$ cat config.mk
export PLATFORM = sky130hd
export DESIGN_NAME = wide_mult
export DESIGN_NICKNAME = d
export VERILOG_FILES = /design/src/rtl/mulw_pkg.sv /design/src/rtl/mulw_sign_strip.sv /design/src/rtl/mulw_partial_array.sv /design/src/rtl/mulw_merge.sv /design/src/rtl/wide_mult.sv
export SDC_FILE = /design/constraint.sdc
export NUM_CORES = 2
export LEC_CHECK = 0
export CORE_UTILIZATION = 65
export DETAILED_ROUTE_END_ITERATION = 8
export PLACE_DENSITY = 0.85
export SLEW_MARGIN = 10
export SYNTH_ARGS = -nofsm -noshare
export SYNTH_HDL_FRONTEND = slang
export SYNTH_SLANG_ARGS = --single-unit
$ cat constraint.sdc
create_clock -name clk -period 9.6 [get_ports clk]
set_clock_uncertainty 0.15 [all_clocks]
set_input_delay 2.88 -clock clk [delete_from_list [all_inputs] [get_ports clk]]
set_output_delay 2.88 -clock clk [all_outputs]
set_load 0.01 [all_outputs]
$ cat src/rtl/mulw_pkg.sv
package mulw_pkg;
  localparam int FLAG_W = 5;
  localparam int FLG_X  = 4;
  localparam int FLG_N  = 3;
  localparam int FLG_Z  = 2;
  localparam int FLG_V  = 1;
  localparam int FLG_C  = 0;
  localparam int NUM_PP = 4;

  typedef logic [FLAG_W-1:0] flags_t;

  function automatic flags_t make_flags(input logic x_bit, input logic n_bit, input logic z_bit);
    flags_t f;
    f        = '0;
    f[FLG_X] = x_bit;
    f[FLG_N] = n_bit;
    f[FLG_Z] = z_bit;
    return f;
  endfunction
endpackage

$ cat src/rtl/mulw_sign_strip.sv
module mulw_sign_strip #(
  parameter int W = 32
) (
  input  logic [W-1:0] val,
  input  logic         signed_mode,
  output logic [W-1:0] mag,
  output logic         neg
);
  always_comb begin
    neg = signed_mode & val[W-1];
    if (neg) mag = ~val + {{(W-1){1'b0}}, 1'b1};
    else     mag = val;
  end
endmodule

$ cat src/rtl/mulw_partial_array.sv
module mulw_partial_array #(
  parameter int HW = 16
) (
  input  logic [2*HW-1:0]                      mr,
  input  logic [2*HW-1:0]                      md,
  output logic [mulw_pkg::NUM_PP-1:0][2*HW-1:0] pp
);
  // index bit 0 picks the multiplier half, bit 1 the multiplicand half
  for (genvar k = 0; k < mulw_pkg::NUM_PP; k++) begin : g_pp
    localparam int MR_SEL = k % 2;
    localparam int MD_SEL = k / 2;
    logic [HW-1:0] x_half;
    logic [HW-1:0] y_half;
    assign x_half = mr[MR_SEL*HW +: HW];
    assign y_half = md[MD_SEL*HW +: HW];
    assign pp[k]  = {{HW{1'b0}}, x_half} * {{HW{1'b0}}, y_half};
  end
endmodule

$ cat src/rtl/mulw_merge.sv
module mulw_merge #(
  parameter int HW = 16
) (
  input  logic [mulw_pkg::NUM_PP-1:0][2*HW-1:0] pp,
  input  logic                                  negate,
  output logic [4*HW-1:0]                       result
);
  localparam int WW = 2 * HW;

  logic [HW+1:0] mid;
  logic [WW-1:0] lo_mag;
  logic [WW-1:0] hi_mag;
  logic [WW:0]   lo_inc;
  logic [WW-1:0] hi_neg;

  always_comb begin
    mid    = {2'b00, pp[0][WW-1:HW]} + {2'b00, pp[1][HW-1:0]} + {2'b00, pp[2][HW-1:0]};
    lo_mag = {mid[HW-1:0], pp[0][HW-1:0]};
    hi_mag = pp[3]
           + {{(WW-2){1'b0}}, mid[HW+1:HW]}
           + {{HW{1'b0}}, pp[1][WW-1:HW]}
           + {{HW{1'b0}}, pp[2][WW-1:HW]};
    lo_inc = {1'b0, ~lo_mag} + {{WW{1'b0}}, 1'b1};
    hi_neg = ~hi_mag + {{(WW-1){1'b0}}, lo_inc[WW]};
    if (negate) result = {hi_neg, lo_inc[WW-1:0]};
    else        result = {hi_mag, lo_mag};
  end
endmodule

$ cat src/rtl/wide_mult.sv
module wide_mult #(
  parameter int HALF_W = 16
) (
  input  logic                        clk,
  input  logic                        rst_n,
  input  logic                        start,
  input  logic                        signed_mode,
  input  logic [2*HALF_W-1:0]         op_a,
  input  logic [2*HALF_W-1:0]         op_b,
  input  logic [mulw_pkg::FLAG_W-1:0] flags_in,
  output logic                        busy,
  output logic                        done,
  output logic [2*HALF_W-1:0]         prod_hi,
  output logic [2*HALF_W-1:0]         prod_lo,
  output logic [mulw_pkg::FLAG_W-1:0] flags_out
);
  import mulw_pkg::*;

  localparam int WORD_W = 2 * HALF_W;
  localparam int PROD_W = 2 * WORD_W;

  // reset: asserted asynchronously, released on the clock
  logic [1:0] rst_sync;
  logic       rst_int_n;

  always_ff @(posedge clk or negedge rst_n) begin
    if (!rst_n) rst_sync <= 2'b00;
    else        rst_sync <= {rst_sync[0], 1'b1};
  end
  assign rst_int_n = rst_sync[1];

  logic unused_flag_bits;
  assign unused_flag_bits = ^flags_in[FLG_X-1:0];

  // stage 1: magnitudes and sign
  logic [WORD_W-1:0] mag_a, mag_b;
  logic              neg_a, neg_b;
  logic              accept;

  mulw_sign_strip #(.W(WORD_W)) i_strip_a (.val(op_a), .signed_mode(signed_mode), .mag(mag_a), .neg(neg_a));
  mulw_sign_strip #(.W(WORD_W)) i_strip_b (.val(op_b), .signed_mode(signed_mode), .mag(mag_b), .neg(neg_b));

  logic              s1_v_q, s1_v_d;
  logic [WORD_W-1:0] s1_mr_q, s1_md_q;
  logic              s1_neg_q, s1_zero_q, s1_x_q;

  // stage 2: partial products
  logic [NUM_PP-1:0][WORD_W-1:0] pp_comb;
  logic                          s2_v_q, s2_v_d;
  logic [NUM_PP-1:0][WORD_W-1:0] s2_pp_q;
  logic                          s2_neg_q, s2_zero_q, s2_x_q;

  mulw_partial_array #(.HW(HALF_W)) i_pp (.mr(s1_mr_q), .md(s1_md_q), .pp(pp_comb));

  // stage 3: merge, sign, flags
  logic [PROD_W-1:0] merged;
  logic [PROD_W-1:0] prod_d, prod_q;
  flags_t            flags_d, flags_q;
  logic              done_d, done_q;

  mulw_merge #(.HW(HALF_W)) i_merge (.pp(s2_pp_q), .negate(s2_neg_q), .result(merged));

  always_comb begin
    accept = start & ~busy;
    s1_v_d = accept;
    s2_v_d = s1_v_q;
    done_d = s2_v_q;
    if (s2_zero_q) begin
      prod_d  = '0;
      flags_d = make_flags(s2_x_q, 1'b0, 1'b1);
    end else begin
      prod_d  = merged;
      flags_d = make_flags(s2_x_q, merged[PROD_W-1], 1'b0);
    end
  end

  always_ff @(posedge clk or negedge rst_int_n) begin
    if (!rst_int_n) begin
      s1_v_q <= 1'b0;
      s2_v_q <= 1'b0;
      done_q <= 1'b0;
    end else begin
      s1_v_q <= s1_v_d;
      s2_v_q <= s2_v_d;
      done_q <= done_d;
    end
  end

  always_ff @(posedge clk or negedge rst_int_n) begin
    if (!rst_int_n) begin
      s1_mr_q   <= '0;
      s1_md_q   <= '0;
      s1_neg_q  <= 1'b0;
      s1_zero_q <= 1'b0;
      s1_x_q    <= 1'b0;
    end else if (accept) begin
      s1_mr_q   <= mag_a;
      s1_md_q   <= mag_b;
      s1_neg_q  <= neg_a ^ neg_b;
      s1_zero_q <= (op_a == '0) | (op_b == '0);
      s1_x_q    <= flags_in[FLG_X];
    end
  end

  always_ff @(posedge clk or negedge rst_int_n) begin
    if (!rst_int_n) begin
      s2_pp_q   <= '0;
      s2_neg_q  <= 1'b0;
      s2_zero_q <= 1'b0;
      s2_x_q    <= 1'b0;
    end else if (s1_v_q) begin
      s2_pp_q   <= pp_comb;
      s2_neg_q  <= s1_neg_q;
      s2_zero_q <= s1_zero_q;
      s2_x_q    <= s1_x_q;
    end
  end

  always_ff @(posedge clk or negedge rst_int_n) begin
    if (!rst_int_n) begin
      prod_q  <= '0;
      flags_q <= '0;
    end else if (s2_v_q) begin
      prod_q  <= prod_d;
      flags_q <= flags_d;
    end
  end

  assign busy      = s1_v_q | s2_v_q;
  assign done      = done_q;
  assign prod_hi   = prod_q[PROD_W-1:WORD_W];
  assign prod_lo   = prod_q[WORD_W-1:0];
  assign flags_out = flags_q;
endmodule

; ---- After elaboration in Yosys (flattened, before gate mapping)
; Cells that the tools add are included.
[word_totals]
inputBits = 73
reg_bits = 272
output_inout_bits = 71
[op_classes]
bitwise_logic = 11
reduce_logical = 2
muxes = 5
addsub = 9
n_mul = 4
[op_table]
columns = cell, count
row1 = multiplier 16 x 16 -> 32 bit, 4
row2 = 2-to-1 mux 64 bit, 2
row3 = NOT 32 bit, 4
row4 = "adder 32 x 1 -> 32 bit, second input constant", 2
row5 = adder 32 x 16 -> 32 bit, 2
row6 = zero test 32 bit, 2
row7 = 2-to-1 mux 32 bit, 2
row8 = "adder 32 x 1 -> 33 bit, second input constant", 1
row9 = adder 32 x 1 -> 32 bit, 1
row10 = adder 32 x 2 -> 32 bit, 1
row11 = adder 18 x 16 -> 18 bit, 1
row12 = adder 16 x 16 -> 17 bit, 1
row13 = 2-to-1 mux 4 bit, 1
row14 = bitwise AND 1 bit, 3
row15 = OR 1 bit, 2
row16 = NOT 1 bit, 1
row17 = XOR 1 bit, 1

; ---- Logic depth before layout (Yosys ltp)
[depth]
ltp_word = 9
ltp_mapped = 34
ltp_nobuf = 34

; ---- Hierarchy
; Synthesis repeated with hierarchy kept, for this count alone.
[hier_totals]
hier_cells = 5481
area_unflattened_um2 = 50448.4
[by_module_without_submodules]
columns = mod, n_inst, area_each_um2, cells_each
row1 = mulw_partial_array, 1, 34070.2, 3965
row2 = wide_mult, 1, 10448.8, 735
row3 = mulw_merge, 1, 4515.6, 569
row4 = mulw_sign_strip, 2, 706.9, 106

; ---- Worst setup path before layout
; Ideal clock, no wire load.
[synth_timing]
path_kind = reg-to-reg
startpoint = register s2_pp_q[16] (netlist name)
endpoint = register prod_q[56]
required_ns = 9.324
arrival_time_ns = 6.985
path_buffers = 0
setup_ns = 0.126
path_stages_with_launch = 34
path_slack_ns = 2.339
path_cell_list = dfrtp_1 > ha_1 > inv_1 > fa_1 > nor2b_1 > o21ai_0 > a21boi_0 > o21ai_0 > nand2b_1 > a31o_2 > a21o_1 > a21oi_1 > xnor2_1 > ha_1 > a21o_1 > a21oi_1 > o211ai_1 > a21o_1 > a21oi_1 > nor2b_1 > nor2_1 > nor2_1 > fa_1 > ha_1 > fa_1 > a21o_1 > a21oi_1 > xnor2_1 > or4_4 > and4bb_2 > nand4_4 > or3_1 > a31o_1 > a221o_1
[synth_between]
elab_chain_len = 9
[synth_rtl]
columns = element, line_no
row1 = "start, declared", wide_mult.sv:50  ; logic [NUM_PP-1:0][WORD_W-1:0] s2_pp_q;
row2 = "start signal, assigned", wide_mult.sv:112  ; s2_pp_q <= pp_comb;
row3 = adder 16 x 16 -> 17 bit *, mulw_merge.sv:17  ; mid = {2'b00, pp[0][WW-1:HW]} + {2'b00, pp[1][HW-1:0]} + {2'b00, pp[2][HW-1:0]};
row4 = adder 18 x 16 -> 18 bit *, mulw_merge.sv:17
row5 = adder 32 x 2 -> 32 bit, mulw_merge.sv:20  ; + {{(WW-2){1'b0}}, mid[HW+1:HW]}
row6 = adder 32 x 16 -> 32 bit, mulw_merge.sv:21  ; + {{HW{1'b0}}, pp[1][WW-1:HW]}
row7 = adder 32 x 16 -> 32 bit, mulw_merge.sv:22  ; + {{HW{1'b0}}, pp[2][WW-1:HW]};
row8 = NOT 32 bit, mulw_merge.sv:24  ; hi_neg = ~hi_mag + {{(WW-1){1'b0}}, lo_inc[WW]};
row9 = adder 32 x 1 -> 32 bit, mulw_merge.sv:24
row10 = 2-to-1 mux 64 bit *, mulw_merge.sv:25  ; if (negate) result = {hi_neg, lo_inc[WW-1:0]};
row11 = 2-to-1 mux 64 bit *, wide_mult.sv:68  ; if (s2_zero_q) begin
row12 = "end signal, assigned", wide_mult.sv:124  ; prod_q <= prod_d;
row13 = "end, declared", wide_mult.sv:57  ; logic [PROD_W-1:0] prod_d, prod_q;
; Mark *: on every way between the ends. The rest lies on a longest branch, timed or not.
; A chain may end at the register's enable or synchronous reset.

; ---- Final worst setup path
[layout_timing]
startpoint = register s1_md_q[6]
endpoint = register s2_pp_q[52] (netlist name)
[layout_between]
elab_chain_len = 1
[layout_rtl]
columns = element, line_no
row1 = "start, declared", wide_mult.sv:44  ; logic [WORD_W-1:0] s1_mr_q, s1_md_q;
row2 = "start signal, assigned", wide_mult.sv:98  ; s1_md_q <= mag_b;
row3 = multiplier 16 x 16 -> 32 bit, mulw_partial_array.sv:16  ; assign pp[k] = {{HW{1'b0}}, x_half} * {{HW{1'b0}}, y_half};
; No other way between the ends.

==> impl_metrics.csv <==
group,metric,value,unit
job,drv_cap,0,
detailed_routing,drt-wirelength-per-cell,19.9,um
yosys,postSynthCellCount,5468,
setup_path,crit_slowest_cell,"dfrtp_1",
die,fp.dieH,277,um
global_route,grt_pass1_wl,211000,um
detailed_routing,viasPerCell,5.98,
global_route,overflow,0,
cts,clock_sinks,269,
detailed_routing,drt_iter0_drc,3552,
cts,post_cts_buffers,0,
finish,final_common_cell,"inv_1",
detailed_routing,drc,0,
global_route,grt.total_usage,34.5,%
setup_path,regToRegSetupSlack,1430,ps
sta,rsz0062_at_grt,"false",
die,row_count,100,
setup_path,endpoint_kind,"flop",
setup_path,critical_path_arrival,8460,ps
die,die_w,277,um
yosys,yosysWarnings,0,
sta,setup_tns,0,ps
yosys,synth_area_per_cell,9.01,sq um
outcome,run_status,"finished clean",
yosys,yosys.area_share.simple,15.9,%
setup_path,cp_slowest_stage_delay,1190,ps
yosys,synth_xor_area_share,4.67,%
placed_design,hpwlAfterDp,99600,um
finish,multi_input_area,37800,sq um
setup_path,worstSetupPathType,"reg2reg",
cts,postCtsHoldBufs,0,
cts,cts_resized,0,
yosys,synth-edff-count,0,
finish,nFillCells,5454,
finish,syn2layout_area_growth,6.58,%
yosys,ys_types,96,
yosys,synthMuxAreaShare,2.33,%
yosys,yosys_register_bits,269,
yosys,synth_top_family_by_area,"adder cells",
cts,clockRootBuffer,"clkbuf_16",
finish,seq_area,6740,sq um
global_route,antenna_found_initial,4,
die,ios,144,
sta,fin_crit_sh,85.1,%
setup_path,crit_required,9900,ps
sta,setup_viol,0,
detailed_routing,antenna_left,0,
die,die-area,76900,sq um
cts,cts_buffers,34,
yosys,netlist_area,49300,sq um
die,start_util,66.0,%
cts,clk_pin_slew,60,ps
global_route,grt_max_degree,149,
setup_path,rr_endpoint,"s2_pp_q[52]",
cts,cts_tree,"built",
cts,cts.htree.levels,2,
die,core_area,74700,sq um
sta,drv_slew,0,
placed_design,gp_congestion,0.975,
setup_path,worst-r2r-cell-count,24,
setup_path,cp_cell_sequence,"buf_4 > nand2_1 > fa_1 > inv_1 > fa_1 > inv_1 > fa_1 > fa_1 > inv_1 > fa_1 > inv_1 > fa_1 > inv_1 > ha_1 > a21o_1 > a21o_1 > a21oi_1 > o31ai_1 > a221oi_1 > o21bai_1 > a21o_1 > a21oi_1 > xnor2_1 > mux2_2",
detailed_routing,drt-total-wl,128000,um
setup_path,critical_path.startpoint_type,"flop",
sta,clock.fmax,122,MHz
yosys,synthAdderAreaFrac,44.7,%
yosys,ys_async_sr_fraction,100,%
yosys,synth_ff_type,"dfrtp_1",
sta,period_needed,8170,ps
cts,clk_path_buf_depth,3,
setup_path,critPathCapture,"s2_pp_q[52]",
yosys,yosysSeqAreaShare,13.7,%
sta,slew_headroom,15.0,%
global_route,grt_pass1_vias,40000,
setup_path,cp_max_fo,22,
finish,mostFrequentLayoutCells,"inv_1 (968), fa_1 (796), nand2_1 (753)",
setup_path,cp_common_cell,"fa_1",
sta,worst_pin_slew,1270,ps
finish,nets,6802,
setup_path,regToRegStartpoint,"s1_md_q[6]",
setup_path,cp-startpoint,"s1_md_q[6]",
sta,report.final.hold_viol_count,0,
min_path,hold_path_class,"reg2reg",
yosys,synth_compound_area_share,9.19,%
detailed_routing,vias,38500,
placed_design,io_buffers,137,
finish,drive_above_1_share,4.99,%
cts,insertion_delay,570,ps
detailed_routing,first_pass_iters,6,
-- final cells by class --
type / count / share of cell area (%)
flip-flops and latches: 269 / 12.8
clock buffers: 49 / 1.84
well taps: 969 / 2.31
multi-input cells: 3958 / 72.0
repair buffers: 215 / 3.75
clock inverters: 13 / 0.284
diodes: 1 / 0.00476
inverters: 969 / 6.93
-- stage by stage --
stage                     utilization [%]  hold WS [ps]  setup slack (ps)  area [sq um]  cells
final                                70.3           202              1430         52500   6443
after global routing                 70.3           215               909         52500   6442
after CTS                            70.3           204              1520         52500   6442
after detailed placement             68.8           192              1610         51400   6380
after global placement               68.8           189              1660         51400   6380
after floorplan                         -           181              1400         49300   5469
-- registers in the layout, indices dropped and copies added, names as in the netlist --
name / cells
s1_zero_q: 1
s1_x_q: 1
s2_zero_q: 1
s2_x_q: 1
s1_v_q: 1
s1_mr_q: 32
s1_neg_q: 1
rst_sync: 2
s2_pp_q: 128
prod_q: 63
s2_neg_q: 1
s1_md_q: 32
flags_out: 3
done_d: 1
done: 1
-- critical path, delay by kind of cell, from the launching register on --
kind	cells	cell delay (ps)
flip-flops	1	1190
adder cells (fa/ha/maj)	7	3360
multiplexers	1	320
AND/OR/NAND/NOR	1	80
AO/OA/AOI/OAI	8	2140
XOR/XNOR	1	210
buffers and inverters	6	570
-- synth_stat cells (all sizes together) (18+ instances only) --
| cell type | n | area, sq um |
|---|---|---|
| and2 | 417 | 2610 |
| o31ai | 25 | 188 |
| and3 | 18 | 113 |
| a22o | 49 | 429 |
| nand2 | 754 | 2830 |
| ha | 486 | 6080 |
| nand3 | 52 | 265 |
| fa | 796 | 15900 |
| nor2 | 189 | 712 |
| a21oi | 212 | 1060 |
| nor3 | 50 | 260 |
| xnor2 | 174 | 1530 |
| a21o | 90 | 677 |
| o21ai | 112 | 568 |
| o21bai | 20 | 150 |
| mux2 | 94 | 1060 |
| clkbuf | 256 | 963 |
| inv | 968 | 3630 |
| xor2 | 88 | 771 |
| a31oi | 18 | 113 |
| or3 | 22 | 141 |
| a211oi | 23 | 183 |
| dfrtp | 269 | 6730 |
| o21a | 21 | 158 |
-- layer usage --
layer | vias up | GRT usage [%] | share of wire (%)
li1 | 17100 | - | -
met5 | - | 0 | 0.026
met3 | 348 | 8.48 | 12
met1 | 19000 | 47.0 | 40
met2 | 2092 | 52.8 | 44
met4 | 4 | 14.8 | 4.6
-- worst min-delay path by stage --
stage                            from          end  slack [ps]  cells after the start
after floorplan           rst_sync[0]  rst_sync[1]         180                      0
after global placement    rst_sync[0]  rst_sync[1]         190                      0
after detailed placement  rst_sync[0]  rst_sync[1]         190                      0
after CTS                 rst_sync[0]  rst_sync[1]         200                      0
after global routing      rst_sync[0]  rst_sync[1]         220                      0
final                     rst_sync[0]  rst_sync[1]         200                      0
-- cell families after synthesis --
| group | Yosys count |
|---|---|
| other cells | 2 |
| simple gates | 1626 |
| buf+inv | 1242 |
| fa+ha+maj | 1282 |
| flops | 269 |
| xor+xnor | 262 |
| compound gates | 682 |
| mux | 103 |
Power is left out: the tool's default activity adds up to more than one toggle a clock period on the data nets, which glitch-free logic cannot reach.
